`src/rtl/rbag_pkg.sv`:
```
package rbag_pkg;
   // Default geometry shared by the block and its checker.
   localparam int WORD_W      = 16;   // address-table word width
   localparam int ADRS_W      = 16;   // offset register width
   localparam int OFS_W       = 12;   // bits of the offset register that are added
   localparam int MASK_W      = 16;   // ring-length mask width
   localparam int TABLE_W     = 16;   // word width kept in table mode
   localparam int STEPS       = 128;  // program length
   localparam int SLOTS       = 4;    // return-data slots
   localparam int READ_LEAD   = 2;    // slot lead of a read over its step
   localparam logic [MASK_W-1:0] RESET_MASK = 16'h7FFF;

   // One access request as seen by the address datapath.
   typedef struct packed {
      logic rd;
      logic wr;
      logic add_ofs;
      logic plus_one;
      logic flat;
   } acc_req_t;
endpackage

```
`src/rtl/rbag_cfg_regs.sv`:
```
module rbag_cfg_regs #(
   parameter int MASK_W = 16,
   parameter int BASE_W = 21,
   parameter logic [MASK_W-1:0] RESET_MASK = '1
) (
   input  logic              clk,
   input  logic              rst_n,
   input  logic              load,
   input  logic [MASK_W-1:0] mask_in,
   input  logic [BASE_W-1:0] base_in,
   output logic [MASK_W-1:0] mask_q,
   output logic [BASE_W-1:0] base_q
);
   always_ff @(posedge clk or negedge rst_n) begin
      if (!rst_n) begin
         mask_q <= RESET_MASK;
         base_q <= '0;
      end else if (load) begin
         mask_q <= mask_in;
         base_q <= base_in;
      end
   end
endmodule

```
`src/rtl/rbag_frame_ctr.sv`:
```
module rbag_frame_ctr #(
   parameter int MASK_W = 16,
   localparam int CNT_W = MASK_W + 1
) (
   input  logic              clk,
   input  logic              rst_n,
   input  logic              tick,
   input  logic [MASK_W-1:0] mask,
   output logic [CNT_W-1:0]  count
);
   localparam logic [CNT_W-1:0] ONE = CNT_W'(1);

   logic             at_last;
   logic [CNT_W-1:0] reload_val;
   logic [CNT_W-1:0] next_count;

   always_comb begin
      at_last    = (count == ONE);
      reload_val = CNT_W'(mask) + ONE;
      next_count = at_last ? reload_val : (count - ONE);
   end

   always_ff @(posedge clk or negedge rst_n) begin
      if (!rst_n)
         count <= ONE;
      else if (tick)
         count <= next_count;
   end
endmodule

```
`src/rtl/rbag_addr_calc.sv`:
```
module rbag_addr_calc #(
   parameter int WORD_W  = 16,
   parameter int ADRS_W  = 16,
   parameter int OFS_W   = 12,
   parameter int MASK_W  = 16,
   parameter int TABLE_W = 16,
   parameter int ADDR_W  = 21,
   localparam int CNT_W  = MASK_W + 1
) (
   input  logic [WORD_W-1:0] base_word,
   input  logic [ADRS_W-1:0] adrs_val,
   input  rbag_pkg::acc_req_t req,
   input  logic [CNT_W-1:0]  count,
   input  logic [MASK_W-1:0] mask,
   input  logic [ADDR_W-1:0] byte_base,
   output logic [ADDR_W-1:0] byte_addr
);
   localparam int WIDEST = (WORD_W > CNT_W) ? WORD_W : CNT_W;
   localparam int SUM_W  = WIDEST + 2;
   localparam int BSUM_W = (SUM_W + 1 > ADDR_W) ? SUM_W + 1 : ADDR_W;
   localparam logic [SUM_W-1:0] FLAT_MASK = SUM_W'({TABLE_W{1'b1}});

   logic [SUM_W-1:0]  ofs_term;
   logic [SUM_W-1:0]  word_raw;
   logic [SUM_W-1:0]  word_ring;
   logic [SUM_W-1:0]  word_flat;
   logic [SUM_W-1:0]  word_sel;
   logic [BSUM_W-1:0] byte_sum;

   always_comb begin
      ofs_term  = req.add_ofs ? SUM_W'(adrs_val[OFS_W-1:0]) : '0;
      word_raw  = SUM_W'(base_word) + ofs_term + SUM_W'(req.plus_one);
      word_ring = (word_raw + SUM_W'(count)) & SUM_W'(mask);
      word_flat = word_raw & FLAT_MASK;
      word_sel  = req.flat ? word_flat : word_ring;
      byte_sum  = (BSUM_W'(word_sel) << 1) + BSUM_W'(byte_base);
      byte_addr = byte_sum[ADDR_W-1:0];
   end
endmodule

```
`src/rtl/rbag_top.sv`:
```
module rbag_top #(
   parameter int MEM_MIB = 2,
   parameter int MASK_W  = rbag_pkg::MASK_W,
   parameter int WORD_W  = rbag_pkg::WORD_W,
   parameter int ADRS_W  = rbag_pkg::ADRS_W,
   parameter int STEPS   = rbag_pkg::STEPS,
   parameter int SLOTS   = rbag_pkg::SLOTS,
   localparam int ADDR_W = (MEM_MIB == 8) ? 23 : 21,
   localparam int CNT_W  = MASK_W + 1,
   localparam int STEP_W = $clog2(STEPS),
   localparam int SLOT_W = $clog2(SLOTS)
) (
   input  logic              clk,
   input  logic              rst_n,
   input  logic              cfg_load,
   input  logic [MASK_W-1:0] cfg_mask,
   input  logic [ADDR_W-1:0] cfg_base,
   input  logic              frame_end,
   input  logic [STEP_W-1:0] step_idx,
   input  logic              req_rd,
   input  logic              req_wr,
   input  logic [WORD_W-1:0] base_word,
   input  logic [ADRS_W-1:0] adrs_val,
   input  logic              add_adrs,
   input  logic              next_word,
   input  logic              table_mode,
   output logic [ADDR_W-1:0] mem_addr,
   output logic              mem_valid,
   output logic              mem_we,
   output logic [SLOT_W-1:0] rd_slot,
   output logic [CNT_W-1:0]  frame_ctr
);
   import rbag_pkg::*;

   // Only the two supported memory sizes may be built.
   generate
      if (MEM_MIB != 2 && MEM_MIB != 8) begin : g_bad_size
         $error("rbag_top: MEM_MIB must be 2 or 8");
      end
      if (SLOTS != (1 << SLOT_W)) begin : g_bad_slots
         $error("rbag_top: SLOTS must be a power of two");
      end
      if (STEPS != (1 << STEP_W)) begin : g_bad_steps
         $error("rbag_top: STEPS must be a power of two");
      end
   endgenerate

   logic [MASK_W-1:0] mask_q;
   logic [ADDR_W-1:0] base_q;
   logic [ADDR_W-1:0] addr_d;
   acc_req_t          req;
   logic              accept;
   logic [SLOT_W-1:0] slot_d;

   assign req.rd       = req_rd;
   assign req.wr       = req_wr;
   assign req.add_ofs  = add_adrs;
   assign req.plus_one = next_word;
   assign req.flat     = table_mode;

   assign accept = (req_rd | req_wr) & step_idx[0];
   assign slot_d = step_idx[SLOT_W-1:0] + SLOT_W'(READ_LEAD);

   rbag_cfg_regs #(
      .MASK_W     (MASK_W),
      .BASE_W     (ADDR_W),
      .RESET_MASK (MASK_W'(RESET_MASK))
   ) u_cfg (
      .clk     (clk),
      .rst_n   (rst_n),
      .load    (cfg_load),
      .mask_in (cfg_mask),
      .base_in (cfg_base),
      .mask_q  (mask_q),
      .base_q  (base_q)
   );

   rbag_frame_ctr #(
      .MASK_W (MASK_W)
   ) u_ctr (
      .clk   (clk),
      .rst_n (rst_n),
      .tick  (frame_end),
      .mask  (mask_q),
      .count (frame_ctr)
   );

   rbag_addr_calc #(
      .WORD_W  (WORD_W),
      .ADRS_W  (ADRS_W),
      .OFS_W   (OFS_W),
      .MASK_W  (MASK_W),
      .TABLE_W (TABLE_W),
      .ADDR_W  (ADDR_W)
   ) u_calc (
      .base_word (base_word),
      .adrs_val  (adrs_val),
      .req       (req),
      .count     (frame_ctr),
      .mask      (mask_q),
      .byte_base (base_q),
      .byte_addr (addr_d)
   );

   always_ff @(posedge clk or negedge rst_n) begin
      if (!rst_n) begin
         mem_valid <= 1'b0;
         mem_we    <= 1'b0;
         mem_addr  <= '0;
         rd_slot   <= '0;
      end else begin
         mem_valid <= accept;
         mem_we    <= accept & req_wr;
         if (accept) begin
            mem_addr <= addr_d;
            rd_slot  <= slot_d;
         end
      end
   end
endmodule

```
`config.mk`:
```
export PLATFORM = sky130hd
export DESIGN_NAME = rbag_top
export DESIGN_NICKNAME = d
export VERILOG_FILES = /design/src/rtl/rbag_pkg.sv /design/src/rtl/rbag_cfg_regs.sv /design/src/rtl/rbag_frame_ctr.sv /design/src/rtl/rbag_addr_calc.sv /design/src/rtl/rbag_top.sv
export SDC_FILE = /design/constraint.sdc
export NUM_CORES = 1
export LEC_CHECK = 0
export ABC_AREA = 0
export BUFFER_PORTS_ARGS = -buffer_cell sky130_fd_sc_hd__buf_2
export CAP_MARGIN = 20
export CORE_MARGIN = 4
export CORE_UTILIZATION = 40
export CTS_BUF_LIST = sky130_fd_sc_hd__clkbuf_8
export CTS_CLUSTER_DIAMETER = 30
export DETAILED_ROUTE_END_ITERATION = 8
export GPL_TIMING_DRIVEN = 0
export MAX_ROUTING_LAYER = met4
export RECOVER_POWER = 25
export SLEW_MARGIN = 20
export SYNTH_ARGS = -nofsm -noshare
export SYNTH_HDL_FRONTEND = slang
export SYNTH_HIERARCHICAL = 1
export SYNTH_SLANG_ARGS = --single-unit
```
`constraint.sdc`:
```
create_clock -name clk -period 4.04 [get_ports clk]
set_input_delay 1.01 -clock clk [delete_from_list [all_inputs] [get_ports clk]]
set_output_delay 1.01 -clock clk [all_outputs]
set_load 0.005 [all_outputs]
```
==> results of run 1 <==
kinds of logic after synthesis:
family	after synthesis
AO/OA/AOI/OAI	192
flip-flops	79
adder cells (fa/ha/maj)	50
AND/OR/NAND/NOR	185
buffers and inverters	42
XOR/XNOR	52
multiplexers	63
worst max-delay path, stage by stage:
cell and delay, ns:
buf_8 0.07, buf_8 0.11, nand2_4 0.05, fa_2 0.35, fa_2 0.38, nor2b_4 0.12
o31a_1 0.20, o21a_4 0.19, nor2_4 0.04, xnor2_2 0.22, ha_4 0.26, a2111oi_4 0.40
o21ai_2 0.16, buf_6 0.16, nand2_4 0.05, xnor2_2 0.10, nand2_1 0.08, o21ai_2 0.23
ha_4 0.26, and4_4 0.17, buf_6 0.12, a211oi_4 0.33, nor4_2 0.10, a311oi_2 0.29
xnor2_1 0.12, mux2_4 0.27
where the power goes:
group / internal, uW / leakage (uW) / switching [uW]
Clock: 294 / 0.000105 / 336
Combinational: 1430 / 0.00288 / 1350
Sequential: 993 / 0.000916 / 247
Total: 2710 / 0.00390 / 1930
metal layers:
| layer | up-vias | GRT usage, % | share of wire [%] |
|---|---|---|---|
| met1 | 2857 | 26.3 | 42 |
| met4 | 0 | 6.72 | 2.4 |
| met5 | - | - | 0 |
| li1 | 2801 | - | - |
| met3 | 35 | 3.60 | 4.7 |
| met2 | 166 | 37.4 | 51 |
registers in the layout, summed over array words and instances, names as in the netlist:
register	cells
u_ctr/count	17
mem_we	1
rd_slot	2
mem_addr	21
u_cfg/base_q	21
mem_valid	1
u_cfg/mask_q	16
area by class of cell:
type / instances / area, um2
plain buffers: 19 / 165
flip-flops and latches: 79 / 2000
fillers: 1465 / 7140
inverters: 21 / 78.8
well taps: 216 / 270
multi-input cells: 542 / 5030
clock buffers: 9 / 124
clock inverters: 7 / 78.8
repair buffers: 169 / 1010
cells in the mapped netlist, types with 3 or more instances:
cell type | count | area [um2]
nor3_1 | 8 | 40.0
xnor2_1 | 32 | 280
mux2_2 | 28 | 315
o31ai_1 | 6 | 45.0
buf_12 | 3 | 60.1
nand3_1 | 20 | 100
nor3b_1 | 5 | 37.5
buf_6 | 4 | 45.0
o211ai_1 | 5 | 37.5
dfrtp_1 | 63 | 1580
and4_1 | 4 | 35.0
o21ai_1 | 3 | 15.0
nor2b_1 | 11 | 68.8
a22o_1 | 5 | 43.8
inv_1 | 21 | 78.8
a21o_1 | 16 | 120
and2_1 | 13 | 81.3
a211oi_1 | 13 | 97.6
a21oi_1 | 43 | 215
nand4_1 | 7 | 43.8
o21bai_1 | 7 | 52.6
fa_1 | 4 | 80.1
nor2_1 | 37 | 139
buf_2 | 3 | 15.0
mux2_4 | 31 | 465
ha_1 | 46 | 576
o21ai_0 | 41 | 205
clkbuf_1 | 9 | 33.8
mux2i_1 | 4 | 40.0
xor2_1 | 20 | 175
dfstp_2 | 16 | 420
a22oi_1 | 3 | 22.5
and3_1 | 5 | 31.3
o21a_1 | 11 | 82.6
nand2_1 | 54 | 203
nor4_1 | 3 | 18.8
stage by stage:
stage | instances | instance area [um2] | setup TNS [ns]
finish | 1062 | 8750 | -17.53
global route | 1062 | 8750 | -19.63
CTS | 1045 | 8350 | -16.97
detailed placement | 996 | 7540 | -26.49
global placement | 995 | 7510 | -25.55
floorplan | 663 | 6660 | -14.86
worst paths after layout:
check                               startpoint          endpoint  slack (ns)
worst max-delay path                  add_adrs      mem_addr[19]       -1.55
worst min-delay path                rd_slot[0]        rd_slot[0]        0.48
worst max register to register  u_ctr/count[0]      mem_addr[18]       -0.13
worst min register to register      rd_slot[0]        rd_slot[0]        0.48
max in group asynchronous                rst_n  u_cfg/mask_q[15]        0.95
min in group asynchronous                rst_n       mem_addr[9]        1.08
repair_timing:
item	4_1_cts	5_1_grt
pin swaps	70	61
setup endpoints to repair	15	17
endpoints found under the hold margin	0	0
cloned	0	0
hold buffers	0	0
buffers inserted	33	19
gates resized for setup	69	65
==> metrics, run 1 <==
outcome complete, but fails checks; failing checks max-capacitance violations, max-slew violations, negative setup slack; area grow syn2layout 34.7%; Most used DFF post-synth dfrtp_1; Synth Net Count 798; Power Total 4640 uW; Post-Synth Adder-Cell Area 10.1%; cts bufs inserted 9; H-Tree Depth 3; via density per instance 5.52; Post-Synth Simple-Gate Area 15.2%; critical path class input port to register; die area around 18000 um2; pin count of the biggest net entering global routing 48; TritonRoute pass-1 iters 5; fin util roughly 55%; Die Height 135 um; clock root buffer clkbuf_8; EDFF count, synth 0; commonest cells after routing, fill and taps aside buf_2, dfrtp_1, nand2_1, buf_4, mux2_4; Initial Util approximately two fifths; Setup crit end kind register; Slew @ Worst Pin 1.74 ns; Synth Area in Compound Gates 20.5%; FMAX 179 MHz; final hold viol count 0; Cells after Synth 663; Tcrit/Tclk final 138%; Overflow after GRT 0; antenna-violating nets left 0; row cnt 46; sequential-to-total area share from yosys stat 30.7%; Min-Delay Path Depth 1; hold_ws between 0.4 and 0.5 ns; overall via count from detail_route 5859; CTS Sinks 79; Critical Path AT 5.85 ns; drt total wl 19700 um; Worst EP required 4.30 ns; DRT iter0 DRCs 307; Clock Skews 0.0163 ns; Hold Crit Class register to register; Avg Cell Area, Syn 9.80 um2; IO buf count 116; clock latency on the worst-skew pair 0.38 ns; post-synthesis cell type count just over 80; hpwl dp 14700 um; Inserted Diodes 0; nets@finish 976; multiplexer share of the synthesized area between 10 and 15%; setup violation total in the final timing report 15; share of cells above drive strength 1 a little under half; Total Routing Usage GR 21.8%; R2R depth 17; Synth Register Bits 79; Max IR drop VDD 279 uV; die width 135 um; count of pins over their slew limit 34; commonest non-fill, non-tap cell in the layout buf_2; clock-pin slew on the worst setup and hold paths roughly 0.090 ns; DRC violations left 0; dpl ws -2.39 ns; PD cells 531 nW/um2; xor/xnor share of the synthesized area under 10%; Worst Path Max Fanout 7; average wire per standard cell 18.5 um; Worst setup SP type input port; Pleak ~0.004 uW; yosys warns 6; initial antenna violation count 0; Rel. slew slack -15.9%; RSZ-0062 raised after global routing yes; vias in the first global route about 6000; setup slack after layout -1.55 ns; CORE AREA 15900 um2; I/O Pins around 130; largest family of logic cells by synthesized area compound AO/OA/AOI/OAI gates; Tmin final 5.59 ns; ys async rst share 100%; Post-Syn Area 6490 um2; first-pass GRT wire length between 30000 and 40000 um; Final GP Congestion 0.895; CTS tree yes; Clock Path Buffers 2; max cap viols 1
No activity file was read; power rests on OpenSTA's default activity.
==> run 2: changes to the inputs <==
PLACE_DENSITY = 0.73   (was not set)
==> run 2 against run 1 <==
Effect of this change: the flow still finishes with violations (max-capacitance violations, max-slew violations, negative setup slack); clock-buffer cell count did not move; maximum frequency about the same; register-to-register slack barely moved; die area did not move; critical endpoint is now mem_addr[20]; sequential share of layout area barely moved.
==> metrics, run 2 (same netlist as run 1, synthesis figures left out) <==
outcome complete, but fails checks; failing checks max-capacitance violations, max-slew violations, negative setup slack; Tcrit/Tclk final 138%; Rel. slew slack -54.7%; Top Registers mem_addr x21, u_cfg/base_q x21, u_ctr/count x17; CP Buf/Inv Count 4; dpl ws -2.44 ns; antenna-violating nets left 0; CORE AREA 15900 um2; Multi-input gate area 5040 um2; CP dominant cell by count a21o_1; Tmin final 5.59 ns; clock-pin slew on the worst setup and hold paths 0.09 ns; row cnt 46; Setup crit end kind register; Overflow after GRT 0; setup violation total in the final timing report 16; Clock Path Buffers 2; CTS tree yes; Critical Path AT 5.87 ns; DRT iter0 DRCs 398; CP max stage delay 0.37 ns; nets@finish between 900 and 1000; Worst setup SP type input port; Final GP Congestion 0.893; die width between 100 and 150 um; first-pass GRT wire length 29100 um; vias in the first global route 5774; commonest non-fill, non-tap cell in the layout buf_2; I/O Pins 127; Initial Util 40.9%; clock root buffer clkbuf_8; Post-CTS Hold Fix Bufs 0; slowest library cell on the worst path a221o_1; Worst Path Max Fanout 5; overall via count from detail_route 5872; average wire per standard cell 18.3 um; hpwl dp between 10000 and 15000 um; commonest cells after routing, fill and taps aside buf_2, dfrtp_1, nand2_1, buf_4, mux2_4; Cells after DPL 996; setup slack after layout -1.55 ns; Worst path top cell family by delay compound AO/OA/AOI/OAI gates; Worst EP required roughly 4.3 ns; Pleak between 0.003 and 0.004 uW; Hold Crit Class register to register; Total Routing Usage GR 20.7%; Max IR drop VDD 225 uV; IO buf count 116; CTS Sinks 79; DRC violations left 0; FF+latch area 2000 um2; via density per instance around 5.5; layout filler cell count 1407; pin count of the biggest net entering global routing 43; share of cells above drive strength 1 a little under half; TritonRoute pass-1 iters 5; critical path class input port to register; H-Tree Depth 3; Die Height about 140 um; Clock Skews 0.0146 ns; area grow syn2layout 35.0%; drt total wl between 15000 and 20000 um; RSZ-0062 raised after global routing yes; cts bufs inserted 9; PD cells about 530 nW/um2; max cap viols 1; Cell Count, Final, Fillers Out 1062; die area ~18000 um2; Slew @ Worst Pin approximately 2.3 ns; initial antenna violation count 1; clock latency on the worst-skew pair 0.40 ns; final hold viol count 0; FMAX 179 MHz; count of pins over their slew limit 42
==> run 2: metal layers <==
metal  share of wire, %  GRT usage, %  vias up
met3                5.7          5.42       40
met4                3.0          8.06        0
li1                   -             -     2801
met2                 49          33.2      185
met5                  0             -        -
met1                 42          24.8     2846
==> run 2: timing repair <==
item                       in CTS  in global routing
pin swaps                      48                 62
setup endpoints to repair      15                 16
setup buffers                  36                 15
resized for setup              71                 64
cloned                          0                  1
==> run 2: power breakdown <==
part	switching [uW]	internal (uW)	total (uW)
registers	248	993	1240
clock network	346	236	583
logic	1390	1450	2840
total	1990	2680	4670
==> run 2: worst paths after layout <==
| kind | startpoint | to | slack, ns | depth (start not counted) |
|---|---|---|---|---|
| setup / recovery | add_adrs | mem_addr[20] | -1.55 | 25 |
| hold / removal | rd_slot[0] | rd_slot[0] | 0.47 | 1 |
| setup reg to reg | u_ctr/count[0] | mem_addr[20] | -0.13 | 16 |
| hold reg to reg | rd_slot[0] | rd_slot[0] | 0.47 | 1 |
| max in group asynchronous | rst_n | u_cfg/base_q[17] | 1.41 | 1 |
| min in group asynchronous | rst_n | u_cfg/base_q[7] | 1.30 | 1 |
==> run 2: final cells by class <==
type	instances	share of cell area (%)
clock buffer	9	1.41
timing repair buffer	168	11.7
buffer	19	1.88
clock inverter	7	0.742
tap	216	3.08
inverter	21	0.928
antenna	1	0.0285
multi-input combinational	542	57.5
sequential	79	22.8
==> run 2: per-stage QoR <==
| stage | utilization (%) | setup TNS [ns] | total power [uW] | hold WS (ns) | area (um2) |
|---|---|---|---|---|---|
| after floorplan | - | -14.86 | 2690 | 0.459 | 6660 |
| after global placement | 47.3 | -25.59 | 3230 | 0.443 | 7510 |
| after detailed placement | 47.4 | -26.13 | 3280 | 0.455 | 7530 |
| after CTS | 52.6 | -15.26 | 4260 | 0.479 | 8350 |
| after global routing | 55.2 | -19.43 | 4960 | 0.515 | 8770 |
| final | 55.2 | -17.30 | 4670 | 0.474 | 8770 |
==> run 3: changes to the inputs <==
SETUP_SLACK_MARGIN = 0.3   (was not set)
==> run 3 against run 2 <==
Effect of this change: clock power up 5.1%; the run still ends with max-capacitance violations, max-slew violations, negative setup slack left; sequential share of layout area is 0.22 points higher; utilization decreased by 0.54 points; total power is 1.6% lower; final cell count is essentially flat; first-iteration DRC count up 0.25%; sequential power is essentially flat; setup slack got worse by 0.041 ns.
==> metrics, run 3 (same netlist as run 1, synthesis figures left out) <==
Tmin final about 5.6 ns; top sig layer met4; Worst Path Max Fanout 7; setup slack after layout -1.59 ns; outcome complete, but fails checks; H-Tree Depth 3; cts bufs inserted 9; first-pass GRT wire length 29100 um; Worst setup SP type input port; failing checks max-capacitance violations, max-slew violations, negative setup slack; Final GP Congestion 0.892; commonest cells after routing, fill and taps aside buf_2, dfrtp_1, nand2_1, buf_4, mux2_4; layout filler cell count 1388; Clock Path Buffers 2; Max IR drop VDD around 280 uV; Rel. slew slack -29.1%; Overflow after GRT 0; Clock Skews 0.0132 ns; I/O Pins 127; Pleak around 0.0038 uW; CP Buf/Inv Count 3; clock latency on the worst-skew pair 0.38 ns; hpwl dp 13600 um; PD cells 529 nW/um2; Die Height 135 um; IO buf count ~120; DRT iter0 DRCs 399; nets@finish 974; final hold viol count 0; Critical Path AT slightly below 6 ns; CTS tree yes; drt total wl ~19000 um; antenna-violating nets left 0; share of cells above drive strength 1 46.2%; commonest non-fill, non-tap cell in the layout buf_2; vias in the first global route 5789; Post-CTS Hold Fix Bufs 0; area grow syn2layout 33.7%; die area 18300 um2; Worst path top cell family by delay compound AO/OA/AOI/OAI gates; Slew @ Worst Pin 1.94 ns; critical path class input port to register; WL met2 9190 um; CP max stage delay 0.40 ns; clock root buffer clkbuf_8; Cell Count, Final, Fillers Out 1061; Total Routing Usage GR 20.5%; RSZ-0062 raised after global routing yes; average wire per standard cell 17.8 um; max cap viols 1; setup violation total in the final timing report 16; Setup crit end kind register; slowest library cell on the worst path fa_2; WL met3 1190 um; initial antenna violation count 1; Hold Crit Class register to register; count of pins over their slew limit 38; CORE AREA 15900 um2; DRC violations left 0; row cnt 46; Fin Setup TNS -17.37 ns; Initial Util 40.9%; clock-pin slew on the worst setup and hold paths 0.09 ns; Tcrit/Tclk final 139%; FMAX 178 MHz; pin count of the biggest net entering global routing 44; fin util 54.7%; hold_ws 0.466 ns; die width 135 um; TritonRoute pass-1 iters 5; overall via count from detail_route 5814; Power Total 4590 uW; Worst EP required around 4.3 ns; Cells after DPL 996; CTS Sinks 79; M1 WL around 8000 um; Top Registers mem_addr x21, u_cfg/base_q x21, u_ctr/count x17; via density per instance 5.48
## run 3: path summary, 6_finish.rpt
path / start / to / slack (ns) / depth (start not counted)
worst max-delay path: add_adrs / mem_addr[20] / -1.59 / 25
worst min-delay path: rd_slot[0] / rd_slot[0] / 0.47 / 1
worst max register to register: u_ctr/count[0] / mem_addr[18] / -0.16 / 17
worst min register to register: rd_slot[0] / rd_slot[0] / 0.47 / 1
max in group asynchronous: rst_n / u_ctr/count[16] / 0.90 / 2
min in group asynchronous: rst_n / u_cfg/base_q[7] / 1.16 / 1
## run 3: layer usage
layer  vias up  track usage, %
li1       2808               -
met1      2765            25.8
met2       194            33.3
met3        47            3.83
met4         0            6.94
met5         -               -
## run 3: final cells by class
class	count	area, um2	area share, %
Clock inverter	7	77.6	0.893
Tap cell	216	270	3.11
Buffer	21	183	2.10
Timing Repair Buffer	165	985	11.3
Sequential cell	79	2000	23.0
Clock buffer	9	124	1.43
Inverter	21	78.8	0.908
Antenna cell	1	2.50	0.0288
Multi-Input combinational cell	542	4970	57.2
## run 3: power breakdown
group	total, uW	switching, uW	leakage (uW)	internal [uW]
combinational	2750	1350	0.00281	1400
sequential	1230	239	0.000916	993
clock	613	322	0.000101	292
total	4590	1910	0.00383	2680
## run 3: through the flow
| step | setup slack (ns) | instance area, um2 |
|---|---|---|
| global route | -1.80 | 8680 |
| CTS | -1.50 | 8340 |
| global placement | -2.39 | 7510 |
| detailed placement | -2.40 | 7540 |
| floorplan | -1.49 | 6660 |
| finish | -1.59 | 8680 |
## run 3: repair_timing
| action | 4_1_cts | 5_1_grt |
|---|---|---|
| endpoints found under the setup margin | 17 | 17 |
| resized for setup | 65 | 58 |
| pin swaps | 48 | 53 |
| buffers inserted | 36 | 12 |
## run 3: worst reg2reg max path, stage by stage (launching register included)
cell	delay [ns]
dfstp_2	0.43
ha_1	0.27
fa_2	0.41
a211oi_2	0.31
nor2_1	0.10
o21a_1	0.18
nor2_2	0.09
xnor2_1	0.07
a22o_1	0.22
ha_2	0.43
nand2_1	0.13
o31ai_4	0.27
a311oi_2	0.08
buf_4	0.16
nor3b_4	0.28
nor4b_2	0.09
a311o_1	0.32
mux2_2	0.26
